===== config.mk =====
export PLATFORM = sky130hd
export DESIGN_NAME = ahbs_mem_slave
export DESIGN_NICKNAME = d
export VERILOG_FILES = /design/src/rtl/ahbs_pkg.sv /design/src/rtl/ahbs_decode.sv /design/src/rtl/ahbs_dphase.sv /design/src/rtl/ahbs_regmem.sv /design/src/rtl/ahbs_mem_slave.sv
export SDC_FILE = /design/constraint.sdc
export NUM_CORES = 1
export LEC_CHECK = 0
export BUFFER_PORTS_ARGS = -buffer_cell sky130_fd_sc_hd__buf_4
export CAP_MARGIN = 10
export CORE_MARGIN = 4
export CORE_UTILIZATION = 50
export DETAILED_ROUTE_END_ITERATION = 10
export PLACE_DENSITY = 0.69
export SYNTH_ARGS = -nofsm -noshare
export SYNTH_HDL_FRONTEND = slang
export SYNTH_SLANG_ARGS = --single-unit
export TNS_END_PERCENT = 50

===== constraint.sdc =====
create_clock -name hclk -period 1.93 [get_ports hclk]
set_input_delay 0.0965 -clock hclk [delete_from_list [all_inputs] [get_ports hclk]]
set_output_delay 0.0965 -clock hclk [all_outputs]
set_load 0.005 [all_outputs]

===== src/rtl/ahbs_pkg.sv =====
package ahbs_pkg;
   typedef enum logic [1:0] {
      TR_IDLE   = 2'b00,
      TR_BUSY   = 2'b01,
      TR_NONSEQ = 2'b10,
      TR_SEQ    = 2'b11
   } trans_e;

   localparam logic RESP_OKAY  = 1'b0;
   localparam logic RESP_ERROR = 1'b1;

   localparam logic [2:0] SZ_BYTE = 3'd0;
   localparam logic [2:0] SZ_HALF = 3'd1;
   localparam logic [2:0] SZ_WORD = 3'd2;

   localparam int LANES = 4;
endpackage


===== src/rtl/ahbs_decode.sv =====
module ahbs_decode #(
   parameter int DEPTH = 16,
   parameter int IDX_W = 4
) (
   input  logic [31:0]      addr,
   input  logic [2:0]       size,
   output logic [IDX_W-1:0] idx,
   output logic [3:0]       lanes,
   output logic             err
);
   import ahbs_pkg::*;

   logic out_range;
   logic bad_size;

   assign out_range = ({2'b00, addr[31:2]} >= 32'(DEPTH));
   assign bad_size  = (size > SZ_WORD);
   assign err       = out_range | bad_size;
   assign idx       = addr[IDX_W+1:2];

   always_comb begin
      unique case (size)
         SZ_BYTE: lanes = 4'b0001 << addr[1:0];
         SZ_HALF: lanes = addr[1] ? 4'b1100 : 4'b0011;
         default: lanes = 4'b1111;
      endcase
   end
endmodule


===== src/rtl/ahbs_dphase.sv =====
module ahbs_dphase #(
   parameter int WAIT_STATES = 1
) (
   input  logic clk,
   input  logic rst_n,
   input  logic take,
   input  logic take_err,
   output logic ready,
   output logic resp
);
   import ahbs_pkg::*;

   logic dp_valid;
   logic dp_err;
   logic err_2nd;
   logic ok_rdy;

   generate
      if (WAIT_STATES == 0) begin : g_nowait
         assign ok_rdy = 1'b1;
      end else begin : g_wait
         localparam int CW = 2;
         logic [CW-1:0] cnt;
         assign ok_rdy = (cnt == CW'(WAIT_STATES));
         always_ff @(posedge clk or negedge rst_n) begin
            if (!rst_n) cnt <= '0;
            else if (ready) cnt <= '0;
            else if (!dp_err) cnt <= cnt + 1'b1;
         end
         a_r2_wait_bound: assert property (@(posedge clk) disable iff (!rst_n)
            cnt <= CW'(WAIT_STATES));
      end
   endgenerate

   assign ready = !dp_valid ? 1'b1 : (dp_err ? err_2nd : ok_rdy);
   assign resp  = (dp_valid && dp_err) ? RESP_ERROR : RESP_OKAY;

   always_ff @(posedge clk or negedge rst_n) begin
      if (!rst_n) begin
         dp_valid <= 1'b0;
         dp_err   <= 1'b0;
         err_2nd  <= 1'b0;
      end else if (ready) begin
         dp_valid <= take;
         dp_err   <= take & take_err;
         err_2nd  <= 1'b0;
      end else if (dp_err) begin
         err_2nd  <= 1'b1;
      end
   end

   a_r6_err_two_cycle: assert property (@(posedge clk) disable iff (!rst_n)
      (!ready && resp) |=> (ready && resp));
   a_r6_err_preceded: assert property (@(posedge clk) disable iff (!rst_n)
      (ready && resp) |-> $past(!ready && resp));
endmodule


===== src/rtl/ahbs_regmem.sv =====
module ahbs_regmem #(
   parameter int DEPTH = 16,
   parameter int IDX_W = 4
) (
   input  logic             clk,
   input  logic             rst_n,
   input  logic             we,
   input  logic [IDX_W-1:0] idx,
   input  logic [3:0]       lanes,
   input  logic [31:0]      wdata,
   output logic [31:0]      rdata
);
   logic [31:0] mem [DEPTH];

   generate
      for (genvar w = 0; w < DEPTH; w++) begin : g_word
         for (genvar b = 0; b < 4; b++) begin : g_lane
            always_ff @(posedge clk or negedge rst_n) begin
               if (!rst_n) mem[w][8*b +: 8] <= 8'h00;
               else if (we && lanes[b] && (idx == IDX_W'(w)))
                  mem[w][8*b +: 8] <= wdata[8*b +: 8];
            end
         end
      end
   endgenerate

   assign rdata = mem[idx];
endmodule


===== src/rtl/ahbs_mem_slave.sv =====
module ahbs_mem_slave #(
   parameter int DEPTH       = 16,
   parameter int WAIT_STATES = 1
) (
   input  logic        hclk,
   input  logic        hresetn,
   input  logic [31:0] haddr,
   input  logic [1:0]  htrans,
   input  logic        hwrite,
   input  logic [2:0]  hsize,
   input  logic [31:0] hwdata,
   output logic [31:0] hrdata,
   output logic        hready,
   output logic        hresp
);
   import ahbs_pkg::*;

   localparam int IDX_W = (DEPTH > 2) ? $clog2(DEPTH) : 1;

   generate
      if (WAIT_STATES < 0 || WAIT_STATES > 3) begin : g_bad_wait
         $error("WAIT_STATES must lie in 0..3");
      end
      if (DEPTH < 2 || DEPTH != (1 << IDX_W) || IDX_W > 30) begin : g_bad_depth
         $error("DEPTH must be a power of two, at least 2");
      end
   endgenerate

   logic             active;
   logic             take;
   logic [IDX_W-1:0] a_idx;
   logic [3:0]       a_lanes;
   logic             a_err;

   logic [IDX_W-1:0] dp_idx;
   logic [3:0]       dp_lanes;
   logic             dp_wr;
   logic             dp_rd;
   logic             we;
   logic [31:0]      mem_rdata;

   assign active = (htrans == TR_NONSEQ) || (htrans == TR_SEQ);
   assign take   = active && hready;

   ahbs_decode #(.DEPTH(DEPTH), .IDX_W(IDX_W)) dec_i (
      .addr  (haddr),
      .size  (hsize),
      .idx   (a_idx),
      .lanes (a_lanes),
      .err   (a_err)
   );

   ahbs_dphase #(.WAIT_STATES(WAIT_STATES)) dph_i (
      .clk      (hclk),
      .rst_n    (hresetn),
      .take     (take),
      .take_err (a_err),
      .ready    (hready),
      .resp     (hresp)
   );

   always_ff @(posedge hclk or negedge hresetn) begin
      if (!hresetn) begin
         dp_idx   <= '0;
         dp_lanes <= '0;
         dp_wr    <= 1'b0;
         dp_rd    <= 1'b0;
      end else if (hready) begin
         if (take) begin
            dp_idx   <= a_idx;
            dp_lanes <= a_lanes;
         end
         dp_wr <= take & hwrite & ~a_err;
         dp_rd <= take & ~hwrite & ~a_err;
      end
   end

   assign we = dp_wr & hready;

   ahbs_regmem #(.DEPTH(DEPTH), .IDX_W(IDX_W)) mem_i (
      .clk   (hclk),
      .rst_n (hresetn),
      .we    (we),
      .idx   (dp_idx),
      .lanes (dp_lanes),
      .wdata (hwdata),
      .rdata (mem_rdata)
   );

   assign hrdata = dp_rd ? mem_rdata : '0;

   // an idle or busy cycle accepted is answered next cycle with OKAY, no wait
   a_r1_idle_okay: assert property (@(posedge hclk) disable iff (!hresetn)
      (hready && !active) |=> (hready && !hresp));
   // data-phase control is frozen during wait states
   a_r3_hold_ctl: assert property (@(posedge hclk) disable iff (!hresetn)
      !hready |=> ($stable(dp_idx) && $stable(dp_lanes)));
   // an error response never writes memory
   a_r6_no_write: assert property (@(posedge hclk) disable iff (!hresetn)
      hresp |-> !we);
   // an illegal size leads to an error data phase
   a_r7_size_err: assert property (@(posedge hclk) disable iff (!hresetn)
      (take && hsize > SZ_WORD) |=> hresp);
endmodule


==> run metrics, run 1 <==
min Tclk post-route=around 2600 ps; chip height=between 200 and 250 um; Area growth syn-to-layout=26.8%; FF+latch count, synth=about 530; Synth Net Count=1,686; layout cells sized above 1=approximately three fifths; Ys Warns=0; failing checks=setup timing; DP Area=28,700 sq um; clock sink total=527; row cnt=between 80 and 90; most used cell, CP=buf_4; DRT Wirelength=roughly 65,000 um; CP peak stage delay=roughly 500 ps; Mapped Area=roughly 26,000 sq um; Die W=236 um; final instance area=~33,000 sq um; ant diodes=0; Place WS=-301 ps; Starting Density=between 50 and 60%; Core Footprint=between 50,000 and 60,000 sq um; antenna-violating nets left=0; TritonCTS Buffers=55; Max Cap Violations=0; status=finished, violations left; Final Non-Filler Cells=around 2,700; post-route setup TNS=-109,070 ps; Post-synth EDFFs=0; post-DP HPWL=between 30,000 and 40,000 um; critical path depth=6; CTS clk-pin slew, worst paths=around 60 ps; RSZ-0062 raised after global routing=true; Max Freq=just under 0.4 GHz; initial antenna violation count=0; Root Buffer=clkbuf_16; FFs w/ async S/R, synth=between 90% and 100%; setup slack after layout=-652 ps; IO Pins=~110; Hold Crit Class=input pin to asynchronous set/reset pin; critical path startpoint category=register; area leader, netlist=dfrtp_1; Syn Inst Count=about 1,600; Arr. time, crit path=between 2000 and 2500 ps; drt drc=0; # H-tree levels=2; Slew Viols, Final=0; post-DR vias/cell=around 5.8; top cells by area, synth=dfrtp_1, mux2_4, mux2_2; CTS tree=built; final period utilization=134%; placed cells=between 2,000 and 2,500; CP top delay family=flip-flops; skew final=around 23 ps; Reg2Reg Depth=10; Iteration-0 DRC Markers=about 1,000; critical path class=register to output port; number of global-route vias before repair=approximately 17,000; via count=between 15,000 and 20,000; wire per inst=approximately 24 um; crit path cell chain=buf_12, buf_4, mux4_2, a22oi_2, o21ai_2, buf_4; CP Buf/Inv Count=3; WP data required=roughly 1800 ps; Yosys top cell area share=about half; Distinct cells, synth=45; Final Wtd Congestion=0.797; clk_lat worst skew=around 620 ps; Peak supply drop=roughly 780 uV; clock buffer depth=3; Worst Tran Pin Value=approximately 650 ps; worst-path fanout max=11; Slew HR=57.0%; pin count of the biggest net entering global routing=between 50 and 60; Synth Flop Type=dfrtp_1; first-pass GRT wire length=102,000 um; average size of a mapped cell=~16 sq um; P_leak=approximately 0.016 uW; layout net count=around 2,000; Final Hold Viols=0; All-Layer GR Usage=between 20% and 30%; I/O Buffers=around 100; Setup crit end kind=output port; DR pass1 iterations=5; Die Area=~56,000 sq um; sequential cell area fraction in the yosys report=about half; slowest library cell on the worst path=dfrtp_4; global route overflow=0; PD cells=between 900 and 1000 nW/um^2; Setup Viol. Count Final=~550
[layout by cell type (no fill, tap or decap), types with 40 or more instances in the layout]
| cell | n |
|---|---|
| buf_4 | 200 |
| buf_12 | 71 |
| mux4_2 | 64 |
| nor2_8 | 40 |
| dfrtp_1 | 524 |
| clkbuf_16 | 56 |
| mux2_4 | 329 |
| dlygate4sd3_1 | 55 |
| mux2i_1 | 65 |
| mux2_2 | 207 |
| mux2_1 | 41 |
[worst register-to-register path: stages, from the launching register on]
cell	delay, ps
dfrtp_1	350
inv_1	50
ha_2	180
mux2_4	300
buf_12	150
o211ai_4	340
buf_4	190
buf_6	120
nor2_8	40
buf_12	140
mux2_4	310
[through the flow]
step / hold slack [ps] / utilization [%] / total power, uW
global placement: 127 / 55.9 / 18800
detailed placement: 134 / 55.9 / 18800
global route: 127 / 64.0 / 33300
floorplan: -199 / - / 15500
finish: 77.2 / 64.0 / 32200
CTS: 83.1 / 63.4 / 32000
[cell usage after synthesis, types with 5 or more instances]
master and instances:
dfrtp_1 527, mux2_4 321, mux2_2 208, clkbuf_1 67
mux2i_1 65, a22oi_1 64, mux4_2 64, mux2_1 48
nor2_8 40, o21ai_0 34, o221ai_1 32, nor2_2 25
nand2_1 18, buf_2 17, nor2_1 14, nor4_1 6
nand2_4 5
[worst paths after layout]
path,start,end,slack [ps]
max in group asynchronous,hresetn,dp_idx[1],1080
max,dp_idx[0],hrdata[1],-650
min in group hclk,haddr[3],dp_idx[1],240
min reg2reg,mem_i.mem[307],mem_i.mem[307],480
max reg2reg,dph_i.g_wait.cnt[1],mem_i.mem[45],-340
min,hresetn,mem_i.mem[261],80
[final cells by class]
cell class | count | area [sq um]
Inverter | 4 | 15.0
Clock inverter | 32 | 485
Sequential cell | 527 | 13200
Fill cell | 3526 | 18500
Multi-Input combinational cell | 988 | 12800
Timing Repair Buffer | 355 | 3990
Clock buffer | 69 | 1520
Tap cell | 680 | 851
[kinds of logic (layout without fill, tap and decap cells)]
kind of cell             count (synthesis)  in the layout  share of synthesized area (%)
AO/OA/AOI/OAI                          147            147                           4.28
flip-flops                             527            527                           50.8
buffers and inverters                   98            460                           1.82
multiplexers                           706            706                           37.7
AND/OR/NAND/NOR                        134            134                           5.32
adder cells (fa/ha/maj)                  1              1                         0.0482
[registers in the layout, summed over array words and instances, names as in the netlist]
signal            count
dph_i.err_2nd         1
dph_i.dp_valid        1
dph_i.dp_err          1
dp_idx                4
dp_wr                 1
dp_rd                 1
dp_lanes              4
dph_i.g_wait.cnt      2
mem_i.mem           512
[metal layers]
metal  GRT usage (%)  routed length [um]
met3            4.05                2970
met5               0                   0
met1            32.9               29500
met2            37.2               31100
met4            6.57                1400
[what timing repair did]
action,4_1_cts,5_1_grt
gates resized for setup,164,45
buffers inserted,46,18
pin swaps,59,22
cloned,7,1
endpoints found under the hold margin,1030,0
endpoints found under the setup margin,529,551
hold buffers,55,0
[power by group]
part / switching [uW] / internal (uW) / total, uW / leakage, uW
clock: 4580 / 7180 / 11800 / 0.000983
combinational: 4830 / 4180 / 9010 / 0.00791
sequential: 191 / 11200 / 11400 / 0.00733
(Power assumes the default switching activity.)
==> run 2: changes to the inputs <==
--- a/config.mk
+++ b/config.mk
@@ -9,8 +9,10 @@
 export CAP_MARGIN = 10
 export CORE_MARGIN = 4
 export CORE_UTILIZATION = 50
+export CTS_BUF_LIST = sky130_fd_sc_hd__clkbuf_8 sky130_fd_sc_hd__clkbuf_16
 export DETAILED_ROUTE_END_ITERATION = 10
-export PLACE_DENSITY = 0.69
+export PLACE_DENSITY = 0.7
+export SLEW_MARGIN = 15
 export SYNTH_ARGS = -nofsm -noshare
 export SYNTH_HDL_FRONTEND = slang
 export SYNTH_SLANG_ARGS = --single-unit
==> run metrics, run 2 (synthesis results as in run 1) <==
TritonCTS Buffers=55 (unchanged); antenna-violating nets left=0 (unchanged); Root Buffer=clkbuf_16 (unchanged); Hold Crit Class=input pin to asynchronous set/reset pin (unchanged); most frequent cells in the layout=dfrtp_1, mux2_4, mux2_2, buf_4, buf_12 (unchanged); layout net count=2,018 (was 2,004); max reg flops=512 (unchanged); number of global-route vias before repair=17,200 (was 17,018); status=finished, violations left (unchanged); wire per inst=25.3 um (was 24.4 um); Die Area=55,600 sq um (unchanged); Slew HR=65.7% (was 57.0%); M2 GR Usage=37.3% (was 37.2%); total power=31,800 uW (was 32,200 uW); critical path startpoint category=register (unchanged); PD cells=964 nW/um^2 (was 977 nW/um^2); skew final=18.3 ps (was 23.1 ps); Reg2Reg Setup Slack=-230 ps (was -340 ps); via count=15,511 (was 15,273); row cnt=83 (unchanged); Iteration-0 DRC Markers=1,087 (was 1,015); final period utilization=135% (was 134%); GRT Max-Usage Layer=met2 (unchanged); Final Hold Viols=0 (unchanged); first-pass GRT wire length=105,000 um (was 102,000 um); post-DP HPWL=41,000 um (was 39,700 um); biggest registers after layout=mem_i.mem x512, dp_idx x4, dp_lanes x4 (unchanged); critical path class=register to output port (unchanged); Die W=236 um (unchanged); CTS clk-pin slew, worst paths=60 ps (about the same); ant diodes=0 (unchanged); global route overflow=0 (unchanged); most common cell after layout, fill and taps aside=dfrtp_1 (unchanged); Worst Tran Pin Value=514 ps (was 646 ps); Area growth syn-to-layout=27.1% (was 26.8%); initial antenna violation count=0 (unchanged); grt met1 use=34.8% (was 32.9%); # H-tree levels=2 (unchanged); Starting Density=50.5% (unchanged); pin count of the biggest net entering global routing=71 (was 59); RSZ-0062 raised after global routing=true (unchanged); post-DR vias/cell=5.82 (was 5.75); Final Wtd Congestion=0.791 (was 0.797); DR pass1 iterations=5 (unchanged); IO Pins=106 (unchanged); All-Layer GR Usage=24.0% (was 23.2%); setup slack after layout=-672 ps (was -652 ps); Max Cap Violations=0 (unchanged); DRT Wirelength=67,500 um (was 64,900 um); drt drc=0 (unchanged); clock sink total=527 (unchanged); Max Freq=0.384 GHz (was 0.387 GHz); Core Footprint=51,400 sq um (unchanged); I/O Buffers=104 (unchanged); Setup crit end kind=output port (unchanged); final core occ=64.2% (was 64.0%); Place WS=-280 ps (was -301 ps); CTS tree=built (unchanged); worst-path fanout max=11 (unchanged); Post-Route Hold Slack=38.0 ps (was 77.2 ps); Arr. time, crit path=2510 ps (was 2490 ps); Largest Register=mem_i.mem (unchanged); Peak supply drop=746 uV (was 785 uV); post-route setup TNS=-74,780 ps (was -109,070 ps); P_leak=0.0163 uW (was 0.0162 uW); Slew Viols, Final=0 (unchanged); clk_lat worst skew=600 ps (was 620 ps); Setup Viol. Count Final=514 (was 549); WP data required=1830 ps (about the same); layout cells sized above 1=59.4% (was 58.8%); clock buffer depth=3 (unchanged); failing checks=setup timing (unchanged); min Tclk post-route=2600 ps (was 2580 ps); met3 usage=4.05% (unchanged); chip height=236 um (unchanged)
run 2: cell types whose count changed in the layout (fill, tap and decap cells not counted), sizes merged:
cell	previous run	this run
inv	7	16
clkinvlp	4	1
buf	297	306
clkinv	13	11
bufinv	12	5
dlygate4sd3	55	60
bufbuf	2	0
clkbuf	70	72
run 2: through the flow:
step / cell area (sq um) / instances
2_1_floorplan: 26000 / 1613
3_3_place_gp: 28900 / 2453
3_5_place_dp: 28900 / 2453
4_1_cts: 32500 / 2654
5_1_grt: 33000 / 2666
6_report: 33000 / 2666
run 2: routing by layer:
| layer | wire length [um] | up-vias |
|---|---|---|
| li1 | - | 6699 |
| met1 | 30600 | 8297 |
| met2 | 31700 | 392 |
| met3 | 3270 | 123 |
| met4 | 1940 | 0 |
| met5 | 0 | - |
run 2: layout make-up:
cell class	count	area [sq um]
Clock buffer	69	1570
Clock inverter	29	263
Fill cell	3619	18400
Inverter	4	15.0
Multi-Input combinational cell	988	12900
Sequential cell	527	13200
Tap cell	680	851
Timing Repair Buffer	369	4170
run 2: critical path: stages (launching register included):
cell and delay [ps]:
dfrtp_4 470, buf_4 140, buf_12 160, buf_6 130, mux4_2 510, a22oi_2 230
o21ai_1 110, buf_4 150
run 2: path summary, 6_finish.rpt:
path / start / end / depth (start not counted)
worst max-delay path: dp_idx[0] / hrdata[6] / 7
worst min-delay path: hresetn / mem_i.mem[44] / 2
worst max register to register: dph_i.g_wait.cnt[1] / mem_i.mem[273] / 10
worst min register to register: mem_i.mem[453] / mem_i.mem[453] / 1
max in group asynchronous: hresetn / mem_i.mem[73] / 3
min in group hclk: htrans[1] / dph_i.dp_valid / 3
run 2: repair_timing:
action	in CTS	in global routing
endpoints found under the hold margin	1051	0
pin swaps	54	23
buffers inserted	48	14
endpoints found under the setup margin	521	537
cloned	5	3
gates resized for setup	152	74
hold buffers	60	0
run 2: where the power goes:
group          switching (uW)  internal [uW]
Clock                    4440           6360
Sequential                194          11200
Combinational            5020           4590
Total                    9650          22100
